[config.mk]
export PLATFORM = sky130hd
export DESIGN_NAME = disp_timing_gen
export DESIGN_NICKNAME = d
export VERILOG_FILES = /design/src/rtl/dtg_pkg.sv /design/src/rtl/dtg_regfile.sv /design/src/rtl/dtg_axis.sv /design/src/rtl/dtg_window.sv /design/src/rtl/disp_timing_gen.sv
export SDC_FILE = /design/constraint.sdc
export NUM_CORES = 1
export LEC_CHECK = 0
export BUFFER_PORTS_ARGS = -buffer_cell sky130_fd_sc_hd__buf_2
export CAP_MARGIN = 20
export CORE_ASPECT_RATIO = 0.9
export CORE_MARGIN = 4
export CORE_UTILIZATION = 57
export CTS_BUF_LIST = sky130_fd_sc_hd__clkbuf_16
export CTS_CLUSTER_DIAMETER = 120
export DETAILED_ROUTE_END_ITERATION = 10
export PLACE_DENSITY = 0.78
export REMOVE_ABC_BUFFERS = 1
export SETUP_SLACK_MARGIN = 0.15
export SYNTH_ARGS = -nofsm -noshare
export SYNTH_HDL_FRONTEND = slang
export SYNTH_HIERARCHICAL = 1
export SYNTH_SLANG_ARGS = --single-unit
[constraint.sdc]
create_clock -name clk -period 2.3 [get_ports clk]
set_input_delay 0 -clock clk [delete_from_list [all_inputs] [get_ports clk]]
set_output_delay 0 -clock clk [all_outputs]
set_load 0.01 [all_outputs]
[src/rtl/dtg_pkg.sv]
package dtg_pkg;
    localparam int DTG_DATA_W  = 32;
    localparam int DTG_FIELD_W = 16;
    localparam int DTG_ADDR_W  = 4;
    localparam int DTG_NREG    = 10;
    localparam logic [31:0] DTG_KEY = 32'h0000_4758;

    typedef enum logic [3:0] {
        AD_LOCK   = 4'd0,
        AD_H_AT   = 4'd1,
        AD_H_BLK  = 4'd2,
        AD_H_SYN  = 4'd3,
        AD_V_AT   = 4'd4,
        AD_V_BLK  = 4'd5,
        AD_V_SYN  = 4'd6,
        AD_P_HSYN = 4'd7,
        AD_P_VSYN = 4'd8,
        AD_CTRL   = 4'd9
    } dtg_addr_e;

    localparam int CB_GEN   = 0;
    localparam int CB_BLANK = 1;
    localparam int CB_HSYNC = 2;
    localparam int CB_VSYNC = 3;
    localparam int CB_PANEL = 4;

    localparam int NUM_WIN = 6;
    localparam int W_HBLK  = 0;
    localparam int W_VBLK  = 1;
    localparam int W_HSYN  = 2;
    localparam int W_VSYN  = 3;
    localparam int W_PHSYN = 4;
    localparam int W_PVSYN = 5;
endpackage

[src/rtl/dtg_regfile.sv]
module dtg_regfile #(
    parameter int          DATA_W = 32,
    parameter int          ADDR_W = 4,
    parameter int          NREG   = 10,
    parameter logic [31:0] KEY    = 32'h0000_4758
) (
    input  logic                         clk,
    input  logic                         rst_n,
    input  logic                         we,
    input  logic [ADDR_W-1:0]            addr,
    input  logic [DATA_W-1:0]            wdata,
    output logic [DATA_W-1:0]            rdata,
    output logic [NREG-1:1][DATA_W-1:0]  regs,
    output logic                         unlocked
);
    typedef struct packed {
        logic                        open;
        logic [NREG-1:1][DATA_W-1:0] r;
    } rf_state_t;

    rf_state_t st_d, st_q;

    always_comb begin
        st_d = st_q;
        if (we) begin
            if (addr == '0) begin
                st_d.open = (wdata == DATA_W'(KEY));
            end else if (st_q.open && (int'(addr) < NREG)) begin
                st_d.r[addr] = wdata;
            end
        end
    end

    always_ff @(posedge clk or negedge rst_n) begin
        if (!rst_n) st_q <= '0;
        else        st_q <= st_d;
    end

    always_comb begin
        rdata = '0;
        if (addr == '0)             rdata = DATA_W'(st_q.open);
        else if (int'(addr) < NREG) rdata = st_q.r[addr];
    end

    assign regs     = st_q.r;
    assign unlocked = st_q.open;
endmodule

[src/rtl/dtg_axis.sv]
module dtg_axis #(
    parameter int W = 16
) (
    input  logic         clk,
    input  logic         rst_n,
    input  logic         run,
    input  logic         step,
    input  logic [W-1:0] last,
    output logic [W-1:0] count,
    output logic         wrap
);
    logic [W-1:0] count_d, count_q;

    always_comb begin
        wrap    = run && step && (count_q >= last);
        count_d = count_q;
        if (!run)      count_d = '0;
        else if (wrap) count_d = '0;
        else if (step) count_d = count_q + W'(1);
    end

    always_ff @(posedge clk or negedge rst_n) begin
        if (!rst_n) count_q <= '0;
        else        count_q <= count_d;
    end

    assign count = count_q;
endmodule

[src/rtl/dtg_window.sv]
module dtg_window #(
    parameter int W = 16
) (
    input  logic [W-1:0] cnt,
    input  logic [W-1:0] lo,
    input  logic [W-1:0] hi,
    output logic         hit
);
    always_comb hit = (cnt > lo) && (cnt <= hi);
endmodule

[src/rtl/disp_timing_gen.sv]
module disp_timing_gen
    import dtg_pkg::*;
#(
    parameter int          DATA_W  = DTG_DATA_W,
    parameter int          FIELD_W = DTG_FIELD_W,
    parameter int          ADDR_W  = DTG_ADDR_W,
    parameter int          NREG    = DTG_NREG,
    parameter logic [31:0] KEY     = DTG_KEY
) (
    input  logic               clk,
    input  logic               rst_n,
    input  logic               reg_we,
    input  logic [ADDR_W-1:0]  reg_addr,
    input  logic [DATA_W-1:0]  reg_wdata,
    output logic [DATA_W-1:0]  reg_rdata,
    output logic [FIELD_W-1:0] h_count,
    output logic [FIELD_W-1:0] v_count,
    output logic               blank,
    output logic               hsync,
    output logic               vsync,
    output logic               panel_hsync,
    output logic               panel_vsync
);
    localparam int HI = 2 * FIELD_W - 1;

    logic [NREG-1:1][DATA_W-1:0] regs;
    logic                        unlocked;
    logic [DATA_W-1:0]           ctrl_word;
    logic                        gen_en, blank_en, hs_en, vs_en, pnl_en;
    logic [FIELD_W-1:0]          h_last, v_last;
    logic                        h_wrap, v_wrap;
    logic [FIELD_W-1:0]          win_cnt [NUM_WIN];
    logic [FIELD_W-1:0]          win_lo  [NUM_WIN];
    logic [FIELD_W-1:0]          win_hi  [NUM_WIN];
    logic [NUM_WIN-1:0]          win_hit;
    logic                        unused_bits;

    dtg_regfile #(
        .DATA_W(DATA_W), .ADDR_W(ADDR_W), .NREG(NREG), .KEY(KEY)
    ) u_rf (
        .clk(clk), .rst_n(rst_n), .we(reg_we), .addr(reg_addr),
        .wdata(reg_wdata), .rdata(reg_rdata), .regs(regs), .unlocked(unlocked)
    );

    assign ctrl_word = regs[AD_CTRL];
    assign gen_en    = ctrl_word[CB_GEN];
    assign blank_en  = ctrl_word[CB_BLANK];
    assign hs_en     = ctrl_word[CB_HSYNC];
    assign vs_en     = ctrl_word[CB_VSYNC];
    assign pnl_en    = ctrl_word[CB_PANEL];
    assign h_last    = regs[AD_H_AT][HI:FIELD_W];
    assign v_last    = regs[AD_V_AT][HI:FIELD_W];
    assign unused_bits = ^{ctrl_word[DATA_W-1:CB_PANEL+1], regs[AD_H_AT][FIELD_W-1:0],
                           regs[AD_V_AT][FIELD_W-1:0], v_wrap};

    dtg_axis #(.W(FIELD_W)) u_hcnt (
        .clk(clk), .rst_n(rst_n), .run(gen_en), .step(1'b1),
        .last(h_last), .count(h_count), .wrap(h_wrap)
    );

    dtg_axis #(.W(FIELD_W)) u_vcnt (
        .clk(clk), .rst_n(rst_n), .run(gen_en), .step(h_wrap),
        .last(v_last), .count(v_count), .wrap(v_wrap)
    );

    always_comb begin
        win_cnt[W_HBLK]  = h_count; win_lo[W_HBLK]  = regs[AD_H_BLK][FIELD_W-1:0];  win_hi[W_HBLK]  = regs[AD_H_BLK][HI:FIELD_W];
        win_cnt[W_VBLK]  = v_count; win_lo[W_VBLK]  = regs[AD_V_BLK][FIELD_W-1:0];  win_hi[W_VBLK]  = regs[AD_V_BLK][HI:FIELD_W];
        win_cnt[W_HSYN]  = h_count; win_lo[W_HSYN]  = regs[AD_H_SYN][FIELD_W-1:0];  win_hi[W_HSYN]  = regs[AD_H_SYN][HI:FIELD_W];
        win_cnt[W_VSYN]  = v_count; win_lo[W_VSYN]  = regs[AD_V_SYN][FIELD_W-1:0];  win_hi[W_VSYN]  = regs[AD_V_SYN][HI:FIELD_W];
        win_cnt[W_PHSYN] = h_count; win_lo[W_PHSYN] = regs[AD_P_HSYN][FIELD_W-1:0]; win_hi[W_PHSYN] = regs[AD_P_HSYN][HI:FIELD_W];
        win_cnt[W_PVSYN] = v_count; win_lo[W_PVSYN] = regs[AD_P_VSYN][FIELD_W-1:0]; win_hi[W_PVSYN] = regs[AD_P_VSYN][HI:FIELD_W];
    end

    for (genvar gi = 0; gi < NUM_WIN; gi++) begin : g_win
        dtg_window #(.W(FIELD_W)) u_win (
            .cnt(win_cnt[gi]), .lo(win_lo[gi]), .hi(win_hi[gi]), .hit(win_hit[gi])
        );
    end

    always_comb begin
        blank       = !gen_en || !blank_en || win_hit[W_HBLK] || win_hit[W_VBLK];
        hsync       = gen_en && hs_en  && win_hit[W_HSYN];
        vsync       = gen_en && vs_en  && win_hit[W_VSYN];
        panel_hsync = gen_en && pnl_en && win_hit[W_PHSYN];
        panel_vsync = gen_en && pnl_en && win_hit[W_PVSYN];
    end
endmodule

==> results of run 1 <==
==> worst reg2reg max path: cells and delay by family, from the launching register on <==
kind | cells | cell delay [ps]
and+or+nand+nor | 3 | 770
AOI/OAI and AO/OA | 5 | 730
buffers and inverters | 4 | 510
DFF | 1 | 380
adders and majority gates | 1 | 220
==> repair_timing <==
| item | in CTS | in global routing |
|---|---|---|
| endpoints found under the setup margin | 41 | 44 |
| hold buffers | 35 | 0 |
| gates resized for setup | 146 | 52 |
| buffers inserted | 31 | 3 |
| pin swaps | 80 | 28 |
| gates cloned | 1 | 0 |
| endpoints found under the hold margin | 549 | 0 |
==> cell type report <==
cell class | count | area [sq um]
well taps | 476 | 596
clock inverters | 22 | 131
multi-input cells | 1203 | 12500
repair buffers | 372 | 2970
clock buffers | 37 | 926
diodes | 1 | 2.50
inverters | 231 | 867
fillers | 2323 | 10300
flip-flops and latches | 321 | 8040
==> worst max-delay path by stage <==
stage                     slack, ps              end              from
final                          -710      panel_vsync    u_rf/regs[249]
after global routing           -850            hsync   u_hcnt/count[1]
after detailed placement       -580  u_vcnt/count[4]     u_rf/regs[31]
after global placement         -470  u_vcnt/count[3]     u_rf/regs[31]
after floorplan               -1720   u_rf/regs[256]       reg_addr[1]
after CTS                      -670            blank  u_hcnt/count[10]
==> power groups by stage <==
stage	clock network (uW)	registers [uW]	logic (uW)
2_1_floorplan	0	5750	127
3_3_place_gp	0	5750	602
3_5_place_dp	0	5750	612
4_1_cts	5420	5650	663
5_1_grt	5660	5640	718
6_report	5380	5650	681
==> metal layers <==
metal	GRT usage, %	wire length [um]
met2	50.7	30400
met1	46.3	28300
met4	13.8	3440
met3	8.57	7210
met5	0	0
==> sequential cells by signal, indices dropped and copies added, names as in the netlist <==
register / count
u_hcnt/count: 16
u_rf/regs: 288
u_rf/unlocked: 1
u_vcnt/count: 16
==> metrics by stage <==
step,util [%],area [sq um]
after floorplan,-,20500
after global placement,64.0,23300
after detailed placement,64.0,23300
after CTS,70.7,25700
after global routing,71.6,26100
final,71.6,26100
==> flow_metrics.tcl, run 1 <==
set metrics [dict create \
    p_leak_uw 0.0128 \
    outcome "finished with violations" \
    sequentialPowerShare_pct 48.2 \
    dpl.hpwl_um 48100 \
    max_stage_delay_ps 400 \
    arrival_ps 3010 \
    grt-ovfl-total 0 \
    cts_sinks 321 \
    clk_latency_ps 530 \
    die_w_um 211 \
    ys_warn_count 6 \
    nNetsFinal 2431 \
    start_util_pct 58.0 \
    grt_pass1_vias 17500 \
    grt_pass1_wl_um 104000 \
    drt-total-wl_um 69400 \
    die-area_sq_mm 0.0402 \
    holdWs_ps 24.8 \
    tightest_slew_ps 869 \
    p_comb_share_pct 5.8 \
    clock_path_buffers 3 \
    end_kind "output port" \
    ctsRootBufferMaster "clkbuf_16" \
    numCtsBuffers 37 \
    cp_max_fo 2 \
    ir_drop_mv 0.463 \
    p_sw_share_pct 24.2 \
    dpl_worst_slack_ps -580 \
    finalWeightedCongestion 0.956 \
    detail_route.iter0.violations 2014 \
    setup_tns_ps -12700 \
    dieHeight_um 191 \
    p_sw_uw 2830 \
    finalNonFillerCells 2663 \
    max_slew_margin_pct 41.9 \
    drtAntennaViolNets 0 \
    dp.cells 2533 \
    crit_chain "inv_2, ha_4, a21o_1, a221o_1, a221oi_4, o21ai_2, a221oi_2, buf_4, and3_4, buf_6" \
    cap_violations 0 \
    final-hold-violation-count 0 \
    reg2reg_slack_ps -450 \
    clockPowerShare_pct 46.0 \
    syn_area_per_cell_sq_um 11.4 \
    fmax_ghz 0.332 \
    syn_inst 1861 \
    cts_tree "done" \
    grt_usage_pct 33.5 \
    layout_common_cells "dfrtp_1 (314), inv_1 (235), mux2_2 (226)" \
    first_pass_iters 6 \
    final_common_cell "dfrtp_1" \
    critical_path_class "flop to output port" \
    vias 17200 \
    htreeDepth 2 \
    violations "negative setup slack" \
    rsz0062_at_grt "yes" \
    cp_slowest_cell "dfrtp_1" \
    powerDensity_mw_per_mm2 449 \
    io_buffers 107 \
    area_delta_synth_final_pct 23.4 \
    hold_path_class "primary input to asynchronous set/reset pin" \
    fin_skew_ps 14.8 \
    cp.required_ps 2300 \
    antenna_found_initial 1 \
    finalCritPeriodShare_pct 131 \
    drc 0 \
    p_int_uw 8870 \
    wl_per_cell_um 26.1 \
    drive_gt1_share_pct 41.2 \
    reg2reg_depth 13 \
    coreArea_sq_mm 0.0364 \
    r2r_start "u_rf/regs[29]" \
    cts.clk_slew.worst_paths_ps 60 \
    netlist_area_sq_mm 0.0211 \
    path_delay_family "compound AO/OA/AOI/OAI gates" \
    cp_num_buf_inv 3 \
    start_kind "flop" \
    drv_slew 0 \
    timing.rr.end "u_vcnt/count[14]" \
    setup_ws_ps -708 \
    placementRows 66 \
    path_depth 10 \
    avgViaCountPerCell 6.46 \
    grt_start_max_net_pins 66 \
    period_needed_ps 3010 \
    setup-violations-final 37 \
    total_power_uw 11700 \
    ios 108 \
]
Power figures use the tool's default switching activity.
==> inputs of run 2 (changes only) <==
--- a/config.mk
+++ b/config.mk
@@ -6,17 +6,15 @@
 export NUM_CORES = 1
 export LEC_CHECK = 0
 export BUFFER_PORTS_ARGS = -buffer_cell sky130_fd_sc_hd__buf_2
-export CAP_MARGIN = 20
 export CORE_ASPECT_RATIO = 0.9
 export CORE_MARGIN = 4
-export CORE_UTILIZATION = 57
+export CORE_UTILIZATION = 56
 export CTS_BUF_LIST = sky130_fd_sc_hd__clkbuf_16
 export CTS_CLUSTER_DIAMETER = 120
 export DETAILED_ROUTE_END_ITERATION = 10
-export PLACE_DENSITY = 0.78
+export PLACE_DENSITY = 0.77
 export REMOVE_ABC_BUFFERS = 1
 export SETUP_SLACK_MARGIN = 0.15
 export SYNTH_ARGS = -nofsm -noshare
 export SYNTH_HDL_FRONTEND = slang
-export SYNTH_HIERARCHICAL = 1
 export SYNTH_SLANG_ARGS = --single-unit
==> run 2 against run 1 <==
Net effect:
- the flow still finishes with violations (negative setup slack)
- critical path depth down 1
- sequential cell count unchanged
- synthesized area is 5.7% lower
- design area fell by 5.2%
- combinational power is 9.4% higher
- largest power group is now the clock network
- highest routed layer unchanged
==> flow_metrics.tcl, run 2 <==
set metrics [dict create \
    outcome "finished with violations" \
    violations "negative setup slack" \
    grt_pass1_wl_um 99700 \
    ios 108 \
    regArea_sq_mm 0.00804 \
    cap_violations 0 \
    synth_common_cells "dfrtp_1 (321), ha_1 (226), inv_1 (217)" \
    hold_path_class "primary input to flop" \
    drtAntennaViolNets 0 \
    critPathMostFrequentCell "o21ai_1" \
    clk_latency_ps 550 \
    nNetsFinal 2557 \
    finalWeightedCongestion 0.980 \
    crit_chain "ha_1, nor2b_1, o21ai_1, nand2_1, a221oi_2, o21ai_1, a211o_1, nand4_1, buf_2" \
    ctsRootBufferMaster "clkbuf_16" \
    cp_max_fo 4 \
    start_util_pct 56.8 \
    avgViaCountPerCell 6.19 \
    cp_slowest_cell "dfrtp_2" \
    finalCritPeriodShare_pct 125 \
    synth.distinct_cells 65 \
    synth_flop_cell "dfrtp_1" \
    critical_path_class "flop to output port" \
    powerDensity_mw_per_mm2 489 \
    grt-ovfl-total 0 \
    reg2reg_slack_ps -180 \
    holdCritStartpoint "reg_addr[0]" \
    final_common_cell "dfrtp_1" \
    max_slew_margin_pct 26.4 \
    syn_inst 2027 \
    numCtsBuffers 36 \
    grt_pass1_vias 17600 \
    htreeDepth 2 \
    yosysSeqAreaShare_pct 40.3 \
    path_delay_family "compound AO/OA/AOI/OAI gates" \
    period_needed_ps 2880 \
    total_power_uw 12100 \
    coreArea_sq_mm 0.0351 \
    drv_slew 0 \
    hold_depth 4 \
    r2r_start "u_hcnt.count[5]" \
    end_kind "output port" \
    cts.clk_slew.worst_paths_ps 60 \
    synth.most_common_cell "dfrtp_1" \
    ir_drop_mv 0.485 \
    synthArstFlopShare_pct 100 \
    vias 17300 \
    fin_skew_ps 20.6 \
    syn_area_per_cell_sq_um 9.84 \
    multi_input_area_sq_mm 0.0114 \
    grt_usage_pct 33.3 \
    setup_ws_ps -582 \
    netlist_area_sq_mm 0.0199 \
    cp.required_ps 2300 \
    reg2reg_depth 10 \
    io_buffers 107 \
    area_delta_synth_final_pct 24.0 \
    dpl_worst_slack_ps -226 \
    max_stage_delay_ps 450 \
    holdWs_ps 96.4 \
    place_area_sq_mm 0.0221 \
    tightest_slew_ps 1100 \
    cts_tree "done" \
    synth_edf_count 0 \
    synth_area_leaders "dfrtp_1 (40%), ha_1 (14%), mux2_2 (8.4%)" \
    cp_num_buf_inv 1 \
    timing.rr.end "u_vcnt.count[3]" \
    wl_per_cell_um 23.5 \
    largest_register_ffs 288 \
    fin_area_sq_mm 0.0247 \
    drt-total-wl_um 65400 \
    final-hold-violation-count 0 \
    placementRows 65 \
    die-area_sq_mm 0.0387 \
    grt_start_max_net_pins 90 \
    die_w_um 207 \
    ys_warn_count 0 \
    drc 0 \
    synth_top_cell_by_area "dfrtp_1" \
    cts_sinks 321 \
    fillers 2546 \
    dpl.hpwl_um 46300 \
    first_pass_iters 6 \
    start_kind "flop" \
    layout_common_cells "dfrtp_1 (315), inv_1 (224), ha_1 (197)" \
    p_leak_uw 0.0129 \
    antenna_found_initial 0 \
    clock_path_buffers 3 \
    antenna_cells 0 \
    detail_route.iter0.violations 1811 \
    setup-violations-final 36 \
    dieHeight_um 187 \
    drive_gt1_share_pct 29.1 \
    rsz0062_at_grt "yes" \
    arrival_ps 2880 \
    fmax_ghz 0.347 \
    synth_top_cell_area_share_pct 40.3 \
    synth-seq-cells 321 \
    hold_path_end "u_rf.unlocked" \
]
## run 2: cell types whose count changed in the layout (fill, tap and decap cells not counted), moves of 17 or more
cell and change:
o21ai_0 +176, nand2_1 +137, mux2_4 -91, mux2_2 -77, nor2_1 +52, a21o_1 +39
o31ai_1 -31, a221oi_1 -24, nor2b_1 -20, buf_4 -19, a31oi_1 -18, a22oi_1 +17
## run 2: power breakdown
group	switching [uW]	leakage [uW]	total (uW)	internal (uW)
combinational	491	0.00864	745	254
sequential	0.00000142	0.00369	5650	5650
clock	2450	0.000596	5710	3260
total	2940	0.0129	12100	9160
## run 2: worst reg2reg max path, stage by stage, from the launching register on
cell      delay, ps
dfrtp_2         440
buf_4           140
ha_1            270
and3_4          200
o211ai_1        150
o31ai_4         300
buf_4           180
nor4_4           50
buf_12          160
a22o_2          270
a31o_2          210
## run 2: cell families after synthesis
family	Yosys count	synth area share (%)
AND/OR/NAND/NOR	467	11.3
adder cells (fa/ha/maj)	226	14.2
AO/OA/AOI/OAI	471	14.2
XOR/XNOR	14	0.615
flip-flops	321	40.3
multiplexers	197	12.8
buffers and inverters	331	6.54
## run 2: area by class of cell
| class | instances | area share, % |
|---|---|---|
| clock buffer | 37 | 3.74 |
| clock inverter | 28 | 0.830 |
| inverter | 217 | 3.29 |
| multi-input combinational | 1375 | 46.2 |
| sequential | 321 | 32.5 |
| tap | 469 | 2.37 |
| timing repair buffer | 341 | 11.1 |
## run 2: repair_timing
item                                   4_1_cts  5_1_grt
hold buffers                                36        0
setup endpoints to repair                   37       52
endpoints found under the hold margin      370        0
pin swaps                                   46       25
cloned                                       1        0
gates resized for setup                    121       66
setup buffers                               29        6
## run 2: through the flow
step	setup TNS, ps	util [%]	std cells
CTS	-6380	69.5	2782
detailed placement	-1100	62.8	2651
global route	-8120	70.4	2788
finish	-5860	70.4	2788
global placement	-515	62.8	2651
floorplan	-66570	-	1913
## run 2: metal layers
layer	up-vias	track usage, %	share of wire, %
li1	7674	-	-
met3	220	6.85	8.5
met1	8472	45.3	40
met2	886	51.8	46
met4	0	14.7	5.2
met5	-	0	0
## run 2: how the worst max path moves through the flow
stage	slack (ps)	endpoint	cells past startpoint	startpoint
after detailed placement	-230	blank	10	u_vcnt.count[9]
after global routing	-660	blank	9	u_hcnt.count[1]
after floorplan	-810	u_rf.regs[128]	4	reg_addr[2]
after CTS	-530	blank	10	u_vcnt.count[1]
after global placement	-210	blank	10	u_vcnt.count[10]
final	-580	blank	9	u_hcnt.count[1]
